===== config.mk =====
export PLATFORM = sky130hd
export DESIGN_NAME = trig_out_pulser
export DESIGN_NICKNAME = d
export VERILOG_FILES = /design/src/rtl/trig_out_pkg.sv /design/src/rtl/trig_in_cond.sv /design/src/rtl/trig_src_sel.sv /design/src/rtl/trig_width_timer.sv /design/src/rtl/trig_pad_drive.sv /design/src/rtl/trig_out_pulser.sv
export SDC_FILE = /design/constraint.sdc
export NUM_CORES = 1
export LEC_CHECK = 0
export BUFFER_PORTS_ARGS = -buffer_cell sky130_fd_sc_hd__buf_2
export CORE_MARGIN = 2
export CORE_UTILIZATION = 55
export CTS_CLUSTER_SIZE = 30
export DETAILED_ROUTE_END_ITERATION = 8
export PLACE_DENSITY = 0.84
export SLEW_MARGIN = 10
export SYNTH_ARGS = -nofsm -noshare
export SYNTH_HDL_FRONTEND = slang
export SYNTH_SLANG_ARGS = --single-unit

===== constraint.sdc =====
create_clock -name clk -period 2.2 [get_ports clk]
set_clock_uncertainty 0.1 [all_clocks]
set_input_delay 0.22 -clock clk [delete_from_list [all_inputs] [get_ports clk]]
set_output_delay 0.22 -clock clk [all_outputs]
set_load 0.05 [all_outputs]

===== src/rtl/trig_out_pkg.sv =====
package trig_out_pkg;

   typedef enum logic [2:0] {
      SRC_EXT      = 3'd0,
      SRC_COND     = 3'd1,
      SRC_BUTTON   = 3'd2,
      SRC_HOST     = 3'd3,
      SRC_ACQ      = 3'd4,
      SRC_ACQ_POST = 3'd5,
      SRC_OFF_A    = 3'd6,
      SRC_OFF_B    = 3'd7
   } src_e;

   typedef enum logic [1:0] {
      DRV_PP_HIGH    = 2'd0,
      DRV_PP_LOW     = 2'd1,
      DRV_OPEN_DRAIN = 2'd2,
      DRV_RELEASED   = 2'd3
   } drv_e;

   // rounded conversion of a duration in ns to clock cycles
   function automatic longint unsigned ns_to_cycles(input longint unsigned clk_hz,
                                                    input longint unsigned dur_ns);
      return (clk_hz * dur_ns + 64'd500_000_000) / 64'd1_000_000_000;
   endfunction

endpackage


===== src/rtl/trig_in_cond.sv =====
module trig_in_cond #(
   parameter int unsigned SYNC_STAGES = 2
) (
   input  logic clk,
   input  logic rst_n,
   input  logic pin_i,
   input  logic pol_i,
   output logic evt_o
);

   logic [SYNC_STAGES-1:0] chain_q;
   logic                   act_lvl;
   logic                   prev_q;

   generate
      for (genvar g = 0; g < SYNC_STAGES; g++) begin : g_sync
         if (g == 0) begin : g_first
            always_ff @(posedge clk or negedge rst_n) begin
               if (!rst_n) chain_q[0] <= 1'b0;
               else        chain_q[0] <= pin_i;
            end
         end else begin : g_next
            always_ff @(posedge clk or negedge rst_n) begin
               if (!rst_n) chain_q[g] <= 1'b0;
               else        chain_q[g] <= chain_q[g-1];
            end
         end
      end
   endgenerate

   assign act_lvl = chain_q[SYNC_STAGES-1] ^ pol_i;

   // previous level starts high so reset alone never counts as an edge
   always_ff @(posedge clk or negedge rst_n) begin
      if (!rst_n) prev_q <= 1'b1;
      else        prev_q <= act_lvl;
   end

   assign evt_o = act_lvl & ~prev_q;

endmodule


===== src/rtl/trig_src_sel.sv =====
module trig_src_sel
   import trig_out_pkg::*;
(
   input  logic       clk,
   input  logic       rst_n,
   input  logic [2:0] src_i,
   input  logic       ext_evt_i,
   input  logic       cond_i,
   input  logic       button_i,
   input  logic       host_i,
   input  logic       acq_active_i,
   input  logic       acq_trig_i,
   output logic       pulse_evt_o,
   output logic       lvl_q_o,
   output logic       pulse_kind_o,
   output logic       level_kind_o
);

   src_e src;
   logic lvl_d;

   assign src = src_e'(src_i);

   always_comb begin
      pulse_evt_o  = 1'b0;
      lvl_d        = 1'b0;
      pulse_kind_o = 1'b0;
      level_kind_o = 1'b0;
      unique case (src)
         SRC_EXT:      begin pulse_kind_o = 1'b1; pulse_evt_o = ext_evt_i; end
         SRC_COND:     begin pulse_kind_o = 1'b1; pulse_evt_o = cond_i;    end
         SRC_BUTTON:   begin pulse_kind_o = 1'b1; pulse_evt_o = button_i;  end
         SRC_HOST:     begin pulse_kind_o = 1'b1; pulse_evt_o = host_i;    end
         SRC_ACQ:      begin level_kind_o = 1'b1; lvl_d = acq_active_i; end
         SRC_ACQ_POST: begin level_kind_o = 1'b1; lvl_d = acq_active_i & acq_trig_i; end
         default:      ;
      endcase
   end

   always_ff @(posedge clk or negedge rst_n) begin
      if (!rst_n) lvl_q_o <= 1'b0;
      else        lvl_q_o <= lvl_d;
   end

endmodule


===== src/rtl/trig_width_timer.sv =====
module trig_width_timer #(
   parameter int unsigned SHORT_CYC = 100,
   parameter int unsigned LONG_CYC  = 100000,
   localparam int unsigned CNT_W    = $clog2(LONG_CYC + 1)
) (
   input  logic clk,
   input  logic rst_n,
   input  logic evt_i,
   input  logic long_i,
   output logic busy_o
);

   localparam logic [CNT_W-1:0] SHORT_LOAD = CNT_W'(SHORT_CYC - 1);
   localparam logic [CNT_W-1:0] LONG_LOAD  = CNT_W'(LONG_CYC - 1);

   logic [CNT_W-1:0] left_q;

   always_ff @(posedge clk or negedge rst_n) begin
      if (!rst_n) begin
         left_q <= '0;
         busy_o <= 1'b0;
      end else if (evt_i) begin
         left_q <= long_i ? LONG_LOAD : SHORT_LOAD;
         busy_o <= 1'b1;
      end else if (busy_o) begin
         if (left_q == '0) busy_o <= 1'b0;
         else              left_q <= left_q - 1'b1;
      end
   end

endmodule


===== src/rtl/trig_pad_drive.sv =====
module trig_pad_drive
   import trig_out_pkg::*;
(
   input  logic       act_i,
   input  logic [1:0] drive_i,
   output logic       pin_o,
   output logic       pin_oe_o
);

   always_comb begin
      unique case (drv_e'(drive_i))
         DRV_PP_HIGH:    begin pin_o = act_i;  pin_oe_o = 1'b1;  end
         DRV_PP_LOW:     begin pin_o = ~act_i; pin_oe_o = 1'b1;  end
         DRV_OPEN_DRAIN: begin pin_o = 1'b0;   pin_oe_o = act_i; end
         default:        begin pin_o = 1'b0;   pin_oe_o = 1'b0;  end
      endcase
   end

endmodule


===== src/rtl/trig_out_pulser.sv =====
module trig_out_pulser #(
   parameter longint unsigned CLK_HZ      = 100_000_000,
   parameter longint unsigned SHORT_NS    = 1_000,
   parameter longint unsigned LONG_NS     = 1_000_000,
   parameter int unsigned     SYNC_STAGES = 2
) (
   input  logic       clk,
   input  logic       rst_n,
   input  logic       ext_trig_i,
   input  logic       cond_trig_i,
   input  logic       button_trig_i,
   input  logic       host_trig_i,
   input  logic       acq_active_i,
   input  logic       acq_triggered_i,
   input  logic [2:0] cfg_src_i,
   input  logic       cfg_long_i,
   input  logic [1:0] cfg_drive_i,
   input  logic       cfg_in_pol_i,
   output logic       pin_o,
   output logic       pin_oe_o
);

   localparam int unsigned SHORT_CYC = int'(trig_out_pkg::ns_to_cycles(CLK_HZ, SHORT_NS));
   localparam int unsigned LONG_CYC  = int'(trig_out_pkg::ns_to_cycles(CLK_HZ, LONG_NS));

   generate
      if (SHORT_CYC < 2)         begin : g_bad_short  $error("short pulse under two cycles"); end
      if (LONG_CYC < SHORT_CYC)  begin : g_bad_long   $error("long pulse shorter than short pulse"); end
      if (SYNC_STAGES < 2)       begin : g_bad_sync   $error("synchronizer needs two stages"); end
   endgenerate

   logic ext_evt, pulse_evt, lvl_q, pulse_kind, level_kind, busy, act;

   trig_in_cond #(.SYNC_STAGES(SYNC_STAGES)) u_in (
      .clk(clk), .rst_n(rst_n), .pin_i(ext_trig_i), .pol_i(cfg_in_pol_i), .evt_o(ext_evt)
   );

   trig_src_sel u_sel (
      .clk(clk), .rst_n(rst_n), .src_i(cfg_src_i), .ext_evt_i(ext_evt),
      .cond_i(cond_trig_i), .button_i(button_trig_i), .host_i(host_trig_i),
      .acq_active_i(acq_active_i), .acq_trig_i(acq_triggered_i),
      .pulse_evt_o(pulse_evt), .lvl_q_o(lvl_q),
      .pulse_kind_o(pulse_kind), .level_kind_o(level_kind)
   );

   trig_width_timer #(.SHORT_CYC(SHORT_CYC), .LONG_CYC(LONG_CYC)) u_tmr (
      .clk(clk), .rst_n(rst_n), .evt_i(pulse_evt), .long_i(cfg_long_i), .busy_o(busy)
   );

   assign act = (pulse_kind & busy) | (level_kind & lvl_q);

   trig_pad_drive u_pad (
      .act_i(act), .drive_i(cfg_drive_i), .pin_o(pin_o), .pin_oe_o(pin_oe_o)
   );

endmodule


; Word-level counts from Yosys, hierarchy flattened
; Cells that the tools add are included.
[word_totals]
register_bits = 22
output_inout_bits = 2
word_cells = 44
[op_classes]
addsub = 1
eq_ne = 8
n_mux = 13
bitwise = 8
reduce_logical = 8
[op_table]
columns = op, n
row1 = 17-bit 2-to-1 mux, 4
row2 = 17-bit logical NOT, 1
row3 = 17-bit by 1-bit subtractor with 17-bit output (second input constant), 1
row4 = 3-bit by 2-bit equality test with 1-bit output (second input constant), 2
row5 = 3-bit equality test (second input constant), 2
row6 = 1-bit case mux with 2 select lines, 3
row7 = 1-bit 2-to-1 mux, 5
row8 = 1-bit bitwise AND, 4
row9 = 1-bit case mux with 4 select lines, 1
row10 = 2-bit OR reduction, 2
row11 = 4-bit OR reduction, 1
row12 = 3-bit by 1-bit equality test with 1-bit output (second input constant), 1
row13 = 3-bit logical NOT, 1
row14 = 2-bit by 1-bit equality test with 1-bit output (second input constant), 1
row15 = 2-bit equality test (second input constant), 1
row16 = 2-bit logical NOT, 1
row17 = 2-bit inequality test (second input constant), 1
row18 = 1-bit inverter, 2
row19 = 2-bit AND reduction, 1
row20 = 2-bit nonzero test, 1
row21 = 1-bit OR, 1
row22 = 1-bit bitwise XOR, 1

; Longest topological paths before layout
; Gate-level depths: netlist (run 1).
[logic_depth]
word_depth = 7
depth_mapped = 7

; Cells and area by module
; From an unflattened synthesis (run 1), not the netlist that was laid out.
[hier_totals]
hier_cells = 134
hier_area_um2 = 1263.7
[by_module_without_submodules]
columns = mod, instances, cells_per_inst, area_per_inst_um2, seq_area_each_um2
row1 = trig_width_timer, 1, 117, 1062.3, 450.4
row2 = trig_in_cond, 1, 5, 93.8, 76.3
row3 = trig_src_sel, 1, 7, 77.6, 25.0
row4 = trig_pad_drive, 1, 4, 21.3, 0.0
row5 = trig_out_pulser, 1, 1, 8.8, 0.0

; Worst setup path before layout (run 1)
; No wires, ideal clock.
[synth_path]
path_kind = register -> output
startpoint = reg u_tmr.busy_o
endpoint = out pin_oe_o
arrival_ns = 1.756
t_required_ns = 1.880
setup_slack_ns = 0.124
path_stages_with_launch = 4
cell_sequence = dfrtp_1 > inv_1 > o21a_1 > o21ai_0
[synth_via]
elab_chain_len = 3
[synth_lines]
columns = item, line_no
row1 = from (decl), trig_width_timer.sv:10  ; output logic busy_o
row2 = from (signal assigned), trig_width_timer.sv:21  ; busy_o <= 1'b0;
row3 = from (signal assigned), trig_width_timer.sv:24  ; busy_o <= 1'b1;
row4 = from (signal assigned), trig_width_timer.sv:26  ; if (left_q == '0) busy_o <= 1'b0;
row5 = 1-bit bitwise AND, trig_out_pulser.sv:50  ; assign act = (pulse_kind & busy) | (level_kind & lvl_q);
row6 = 1-bit OR, trig_out_pulser.sv:50
row7 = 1-bit case mux with 2 select lines, trig_pad_drive.sv:11  ; unique case (drv_e'(drive_i))
row8 = to (decl), trig_out_pulser.sv:20  ; output logic pin_oe_o
; No other way between the ends.

; Final worst setup path (run 1)
[layout_path]
startpoint = reg u_tmr.left_q[9]
endpoint = reg u_tmr.left_q[14]
[layout_via]
elab_chain_len = 4
elab_cells_between_ends = 7
cone_classes = add/sub: 1 / eq/ne: 1 / mux: 3 / reduce/logical: 2
[layout_lines]
columns = item, line_no
row1 = from (decl), trig_width_timer.sv:16  ; logic [CNT_W-1:0] left_q;
row2 = from (signal assigned), trig_width_timer.sv:23  ; left_q <= long_i ? LONG_LOAD : SHORT_LOAD;
row3 = from (signal assigned), trig_width_timer.sv:27  ; else left_q <= left_q - 1'b1;
row4 = 17-bit by 1-bit subtractor with 17-bit output, trig_width_timer.sv:27
row5 = 17-bit 2-to-1 mux, trig_width_timer.sv:26
row6 = 17-bit 2-to-1 mux, trig_width_timer.sv:25  ; end else if (busy_o) begin
row7 = 17-bit 2-to-1 mux, trig_width_timer.sv:22  ; end else if (evt_i) begin
; Parallel ways exist; a longest one is shown, timed or not. The select of a mux whose other input is x is not followed.
; A chain may end at the register's enable or synchronous reset.

==> results.yml, run 1 <==
power:
  ir_worst_vdd_uv: 569.2
  total_power_mw: 1.023
  powerDensity_mw_per_mm2: 681.6
  p_leak_nw: 0.6142
logic_synthesis:
  synth_edf_count: 0
  asyncSetResetFlopFracSynth_pct: 100.0
  synth_ff_type: "dfrtp_1"
  synth_cell_type_count: 37
  synth_cells: 123
  syn_area_sq_mm: 0.001199
  ys_seq_area_share_pct: 46.03
  synth_fp_nets: 139
  synth_seq_cells: 22
  synth_warnings: 0
  syn_avg_cell_area_sq_um: 9.745
sta:
  period_minus_slack_ns: 2.159
  max-slew-margin-rel_pct: 41.28
  finalCritPeriodShare_pct: 98.13
  final-setup-viol-count: 0
  hold_viol_final: 0
  maxSlewViolCount: 0
  fmax_mhz: 463.2
  tightest_slew_ns: 0.8741
place:
  place_inst: 172
  dpl.hpwl_mm: 2.184
  portBuffers: 16
  gp_congestion: 0.8156
finish:
  layout-drive-gt1-share_pct: 28.39
  finalNonFillerCells: 182
  n_antenna_cell: 0
  nFillCells: 140
  area_delta_synth_final_pct: 25.26
  nets: 172
route:
  drtAntennaViolNets: 0
  vias_per_cell: 6.703
  vias: 1220
  drcViolationCount: 0
  routedWlPerCell_um: 17.52
  drt_iter0_markers: 46
  wirelength_mm: 3.189
  firstDrtPassIters: 4
cts:
  cts.sinks: 22
  clk_pin_slew_worst_paths_ns: 0.13
  numCtsBuffers: 3
  clk_path_buf_depth: 2
  htree_num_levels: 1
  worstSkewPairLatency_ns: 0.30
  cts_root_buf: "clkbuf_4"
  cts_tree: "built"
die:
  pin_count: 17
  fp.dieH_um: 50.69
  initial_core_util_pct: 59.88
  rows: 16
  die_area_sq_mm: 0.002569
  fp.dieW_um: 50.69
  core-area_sq_mm: 0.002002
setup_path:
  start_kind: "flip-flop"
  cp.required_ns: 2.34
  path_max_fanout: 6
  crit_type: "flip-flop to flip-flop"
  crit_arrival_ns: 2.30
  end_kind: "flip-flop"
global_route:
  grt_max_degree: 23
  grt_pass1_wl_mm: 5.250
  antenna_found_initial: 0
  grt_pass1_vias: 1174
  track_usage_pct: 26.89
  grt-ovfl-total: 0
flow_run:
  cap_violations: 0
run_status:
  status: "complete, no violations"
hold_path:
  holdCritPathClass: "input pin to flip-flop"
## worst max-delay path, cell delays in order, from the launching register on
cell and delay, ns:
dfrtp_1 0.47, or4_4 0.55, or3_4 0.36, or4_1 0.47
a21oi_2 0.16
## report_power, final
group          switching (mW)  internal (mW)
registers              0.0716          0.468
clock network           0.124          0.101
logic                   0.133          0.126
## final cells by class
cell class / count / area (sq um) / area share (%)
repair buffers: 31 / 202.7 / 13.50
clock buffers: 4 / 36.28 / 2.417
inverters: 6 / 22.52 / 1.500
well taps: 27 / 33.78 / 2.250
multi-input cells: 92 / 654.4 / 43.58
flip-flops and latches: 22 / 551.8 / 36.75
## registers in the layout, indices dropped and copies added, names as in the netlist
| name | count |
|---|---|
| u_tmr.left_q | 17 |
| u_in.prev_q | 1 |
| u_sel.lvl_q_o | 1 |
| u_in.chain_q | 2 |
| u_tmr.busy_o | 1 |
## timing repair
action / CTS / global route
setup buffers: 0 / 2
endpoints found under the hold margin: 24 / 0
endpoints found under the setup margin: 0 / 6
hold buffers: 4 / 0
gates resized for setup: 0 / 11
## cells by family (layout without fill, tap and decap cells)
| kind of cell | after synthesis | count (layout) | share of synthesized area (%) |
|---|---|---|---|
| AO/OA/AOI/OAI | 37 | 37 | 20.36 |
| AND/OR/NAND/NOR | 51 | 51 | 27.24 |
| buffers and inverters | 9 | 41 | 3.027 |
| multiplexers | 1 | 1 | 0.8351 |
| flip-flops | 22 | 22 | 46.03 |
| XOR/XNOR | 2 | 2 | 1.462 |
| adder cells (fa/ha/maj) | 1 | 1 | 1.044 |
## final timing paths
kind / endpoint / slack (ns) / depth (start not counted) / startpoint
min: u_sel.lvl_q_o / 0.05 / 3 / acq_active_i
min in group asynchronous: u_tmr.left_q[14] / 0.30 / 2 / rst_n
min reg2reg: u_in.chain_q[1] / 0.27 / 0 / u_in.chain_q[0]
max reg2reg: u_tmr.left_q[14] / 0.04 / 4 / u_tmr.left_q[9]
max in group asynchronous: u_in.prev_q / 1.34 / 2 / rst_n
max: u_tmr.left_q[14] / 0.04 / 4 / u_tmr.left_q[9]
## metal layers
| metal | track usage [%] | part of all wire, % | vias up |
|---|---|---|---|
| met5 | 0 | 0 | - |
| met1 | 34.55 | 38 | 609 |
| met4 | 8.559 | 2.3 | 0 |
| met2 | 46.93 | 54 | 49 |
| met3 | 3.274 | 5.2 | 8 |
| li1 | - | - | 554 |
## layout by cell type (no fill, tap or decap), drive strengths merged, types with 2 or more instances in the layout
cell type    Yosys  final
dfrtp           21     21
nor3b            3      3
o41ai            3      3
or4             10     10
nor2             4      4
xor2             2      2
o21a             2      2
nand4bb          2      2
or3              5      5
o21ai            6      6
inv              6      6
clkbuf           1      4
nor4             4      4
buf              2     27
o31ai            7      7
a21oi            6      6
nor3             3      3
nand3            3      3
dlygate4sd3      0      4
or2              3      3
nand4            3      3
nand2            6      6
a31oi            8      8
## through the flow
step	setup WS [ns]	utilization, %	setup TNS [ns]	hold slack, ns	cell area, sq um
after detailed placement	0.06866	68.25	0	0.1102	1366
final	0.04116	75.00	0	0.04789	1501
after global placement	0.1583	68.25	0	0.1036	1366
after global routing	-0.02028	75.00	-0.03997	0.05269	1501
after floorplan	0.1240	-	0	-0.1756	1199
after CTS	0.04497	72.06	0	0.03442	1443
## synthesized netlist by cell type (2+ instances only)
master     count  area share (%)
nand2_1        6             1.9
buf_2          2            0.84
o31ai_1        7             4.4
o41ai_1        3             2.2
nor4_1         4             2.1
nand4bb_1      2             1.9
a31oi_1        8             4.2
nand3_1        3             1.3
nor2_1         4             1.3
or4_1          9             5.6
nor3b_1        3             1.9
dfrtp_1       21              44
inv_1          6             1.9
or2_2          2             1.0
nor3_1         3             1.3
xor2_1         2             1.5
o21a_1         2             1.3
or3_1          5             2.6
o21ai_0        6             2.5
nand4_1        3             1.6
a21oi_1        6             2.5
Note: power is estimated with default switching activity, not from simulation.
==> run 2, diff against run 1 <==
CORE_ASPECT_RATIO = 0.75   (was default)
==> run 2 against run 1 <==
Against the previous run: non-clock buffer count down 2; total power up 0.81%; fmax up 1.6%; final cell count down 2.7%; critical endpoint is now u_tmr.left_q[13].
==> results.yml, run 2 (same netlist as run 1, synthesis figures left out) <==
sta:
  period_minus_slack_ns: 2.126
  setup_slack_ns: 0.07448
  tightest_slew_ns: 0.5341
  maxSlewViolCount: 0
  max-slew-margin-rel_pct: 64.26
  finalCritPeriodShare_pct: 96.61
  hold_viol_final: 0
  fmax_mhz: 470.5
  final-setup-viol-count: 0
setup_path:
  path_cells: "or4_4 > or3_1 > or4_1 > a21oi_2"
  cpMaxStageDelayCell: "or4_4"
  crit_buf_inv: 0
  end_kind: "flip-flop"
  path_max_fanout: 6
  start_kind: "flip-flop"
  cp.required_ns: 2.36
  crit_type: "flip-flop to flip-flop"
  crit_arrival_ns: 2.28
  rrSetupSlack_ns: 0.07
  cpPeakStageDelay_ns: 0.56
  cp_top_family: "simple AND/OR/NAND/NOR gates"
cts:
  clk_pin_slew_worst_paths_ns: 0.13
  cts_tree: "built"
  worstSkewPairLatency_ns: 0.32
  clk_path_buf_depth: 2
  cts.sinks: 22
  cts_root_buf: "clkbuf_4"
  htree_num_levels: 1
  numCtsBuffers: 3
die:
  core-area_sq_mm: 0.002032
  rows: 14
  pin_count: 17
  fp.dieW_um: 57.91
  die_area_sq_mm: 0.002573
  initial_core_util_pct: 58.99
  fp.dieH_um: 44.43
place:
  pre_cts_slack_ns: 0.04708
  portBuffers: 16
  gp_congestion: 0.9340
  dpl.hpwl_mm: 2.163
power:
  seqPwrFrac_pct: 52.8
  swShare_pct: 33.07
  ir_worst_vdd_uv: 665.8
  p_leak_nw: 0.5960
  power.switching_mw: 0.3411
  p_int_mw: 0.6905
  powerDensity_mw_per_mm2: 704.1
  clkPwrFrac_pct: 22.4
  power_frac_comb_pct: 24.8
route:
  drt_iter0_markers: 50
  vias: 1138
  drtAntennaViolNets: 0
  wirelength_mm: 3.097
  routedWlPerCell_um: 17.50
  vias_per_cell: 6.429
  firstDrtPassIters: 4
  drcViolationCount: 0
finish:
  final_cell_mix: "21 x dfrtp_1, 16 x buf_2, 9 x or4_1, 9 x buf_4, 8 x a31oi_1"
  n_antenna_cell: 0
  area_delta_synth_final_pct: 22.23
  layout-drive-gt1-share_pct: 25.49
  largest-register: "u_tmr.left_q"
  nets: 170
  mostFrequentLayoutCell: "dfrtp_1"
  largest_reg_flops: 17
  reg_top3: "u_tmr.left_q x17, u_in.chain_q x2"
  fin_util_pct: 72.11
global_route:
  track_usage_pct: 26.14
  grt-ovfl-total: 0
  grt_max_degree: 23
  grt_pass1_vias: 1054
  grt_pass1_wl_mm: 5.002
  antenna_found_initial: 0
run_status:
  status: "complete, no violations"
hold_path:
  holdCritPathClass: "input pin to flip-flop"
flow_run:
  cap_violations: 0
[run 2: worst paths after layout]
check,end,startpoint,depth (start not counted)
setup / recovery,u_tmr.left_q[13],u_tmr.left_q[10],4
hold / removal,u_sel.lvl_q_o,acq_active_i,3
setup reg to reg,u_tmr.left_q[13],u_tmr.left_q[10],4
hold reg to reg,u_in.chain_q[1],u_in.chain_q[0],0
max in group asynchronous,u_in.prev_q,rst_n,2
min in group asynchronous,u_tmr.left_q[16],rst_n,2
[run 2: layout make-up]
class,count,area (sq um)
multi-input cells,92,636.9
fillers,167,566.8
flip-flops and latches,22,551.8
repair buffers,29,187.7
clock buffers,4,36.28
well taps,24,30.03
inverters,6,22.52
[run 2: repair_timing]
action,4_1_cts,5_1_grt
gates resized for setup,0,7
buffers inserted,0,0
setup endpoints to repair,0,10
hold buffers,4,0
endpoints found under the hold margin,24,0
[run 2: layer usage]
layer	share of wire [%]	vias to the layer above	routed length (um)	global-route usage [%]
met5	0	-	0	0
met4	0.94	0	29	7.442
met3	5.3	7	165	5.556
met2	49	42	1504	43.41
met1	45	544	1397	35.09
li1	-	545	-	-
[run 2: worst reg2reg max path, delay by kind of cell, from the launching register on]
family           cells  cell delay [ns]
flip-flops           1             0.45
AND/OR/NAND/NOR      3             1.39
AO/OA/AOI/OAI        1             0.13
[run 2: power by group through the flow]
stage	Clock (mW)	Sequential, mW	Combinational (mW)
finish	0.231	0.544	0.256
global route	0.246	0.554	0.283
CTS	0.234	0.532	0.249
detailed placement	0	0.541	0.242
global placement	0	0.534	0.227
floorplan	0	0.522	0.166
[run 2: stage by stage]
step,cell area (sq um),hold slack (ns),setup TNS (ns),total power [mW],std cells
floorplan,1199,-0.1756,0,0.6875,123
global placement,1363,0.1067,0,0.7605,169
detailed placement,1363,0.1093,0,0.7833,169
CTS,1439,0.02249,0,1.015,177
global route,1465,0.03732,-0.02252,1.083,177
finish,1465,0.03245,0,1.032,177
==> run 3, diff against run 2 <==
CORE_MARGIN = 4   (was 2)
PLACE_DENSITY = 0.86   (was 0.84)
RECOVER_POWER = 50   (was default)
==> run 3 against run 2 <==
Against the previous run: register-to-register slack lost 0.02 ns; count of clock-buffer cells in the layout stayed put; non-clock buffer count fell by 2; sequential share of layout area grew 0.62 points; die area up 17%; combinational power grew 5%.
==> results.yml, run 3 (same netlist as run 1, synthesis figures left out) <==
run_status:
  status: "complete, no violations"
die:
  core-area_sq_mm: 0.002032
  fp.dieH_um: 48.43
  initial_core_util_pct: 58.99
  rows: 14
  die_area_sq_mm: 0.002998
  pin_count: 17
  fp.dieW_um: 61.91
sta:
  fmax_mhz: 466.9
  hold_viol_final: 0
  maxSlewViolCount: 0
  period_minus_slack_ns: 2.142
  final-setup-viol-count: 0
  max-slew-margin-rel_pct: 21.43
  finalCritPeriodShare_pct: 97.35
  tightest_slew_ns: 1.179
  setup_slack_ns: 0.05840
power:
  powerDensity_mw_per_mm2: 721.2
  p_leak_nw: 0.5819
  total_power_mw: 1.040
  ir_worst_vdd_uv: 669.6
cts:
  htree_num_levels: 1
  cts.sinks: 22
  cts_root_buf: "clkbuf_4"
  cts_tree: "built"
  clk_pin_slew_worst_paths_ns: 0.13
  worstSkewPairLatency_ns: 0.32
  numCtsBuffers: 3
  clk_path_buf_depth: 2
finish:
  largest_reg_flops: 17
  nFillCells: 148
  final_cell_mix: "21 x dfrtp_1, 15 x buf_2, 8 x a31oi_1, 8 x or4_1"
  largest-register: "u_tmr.left_q"
  layout-drive-gt1-share_pct: 23.18
  area_delta_synth_final_pct: 20.25
  finalNonFillerCells: 175
  reg_top3: "u_tmr.left_q x17, u_in.chain_q x2"
  mostFrequentLayoutCell: "dfrtp_1"
  fin_util_pct: 70.94
  nets: 168
  n_antenna_cell: 0
route:
  drcViolationCount: 0
  drtAntennaViolNets: 0
  routedWlPerCell_um: 18.48
  vias: 1164
  drt_iter0_markers: 88
  firstDrtPassIters: 4
  wirelength_mm: 3.234
  vias_per_cell: 6.651
global_route:
  grt-ovfl-total: 0
  antenna_found_initial: 0
  grt_pass1_wl_mm: 5.057
  track_usage_pct: 22.20
  grt_max_degree: 23
  grt_pass1_vias: 1079
place:
  gp_congestion: 0.8246
  dpl.hpwl_mm: 2.248
  pre_cts_slack_ns: 0.04994
  portBuffers: 16
  place_inst: 167
setup_path:
  path_max_fanout: 6
  end_kind: "flip-flop"
  crit_type: "flip-flop to flip-flop"
  cp.required_ns: 2.35
  crit_arrival_ns: 2.29
  start_kind: "flip-flop"
hold_path:
  holdCritPathClass: "input pin to flip-flop"
flow_run:
  cap_violations: 0
==> run 3: timing repair <==
item	CTS	global route
hold buffers	4	0
buffers inserted	0	0
hold endpoints to repair	24	0
gates resized for setup	0	6
endpoints found under the setup margin	0	9
==> run 3: worst paths after layout <==
kind,end,from,slack [ns],cells past startpoint
worst max-delay path,u_tmr.left_q[13],u_tmr.left_q[11],0.06,4
worst min-delay path,u_sel.lvl_q_o,acq_active_i,0.01,3
worst max register to register,u_tmr.left_q[13],u_tmr.left_q[11],0.06,4
worst min register to register,u_in.chain_q[1],u_in.chain_q[0],0.28,0
max in group asynchronous,u_tmr.left_q[6],rst_n,0.74,2
min in group asynchronous,u_sel.lvl_q_o,rst_n,0.55,2
==> run 3: per-layer routing <==
| layer | track usage [%] | wire length [um] | part of all wire (%) |
|---|---|---|---|
| met1 | 31.76 | 1294 | 40 |
| met2 | 33.97 | 1622 | 50 |
| met3 | 5.053 | 264 | 8.2 |
| met4 | 4.947 | 53 | 1.6 |
| met5 | 0 | 0 | 0 |
==> run 3: cell type report <==
class	count	area [sq um]	share of cell area, %
inverter	6	22.52	1.563
multi-input combinational	92	629.4	43.66
tap	24	30.03	2.083
timing repair buffer	27	171.4	11.89
clock buffer	4	36.28	2.517
sequential	22	551.8	38.28
==> run 3: power by group <==
group	total, mW	switching [mW]	internal, mW
sequential	0.541	0.0737	0.468
combinational	0.269	0.140	0.130
clock	0.229	0.128	0.101
==> run 3: critical path, cell delays in order (launching register included) <==
cell and delay, ns:
dfrtp_1 0.43, or4_4 0.59, or3_1 0.37, or4_1 0.41
a21oi_1 0.17
==> run 3: per-stage QoR <==
step | setup TNS [ns] | hold WS, ns | cell area (sq um)
floorplan | 0 | -0.1756 | 1199
global placement | 0 | 0.09994 | 1348
detailed placement | 0 | 0.1069 | 1348
CTS | 0 | 0.006963 | 1424
global route | -0.003309 | 0.003255 | 1441
finish | 0 | 0.01284 | 1441
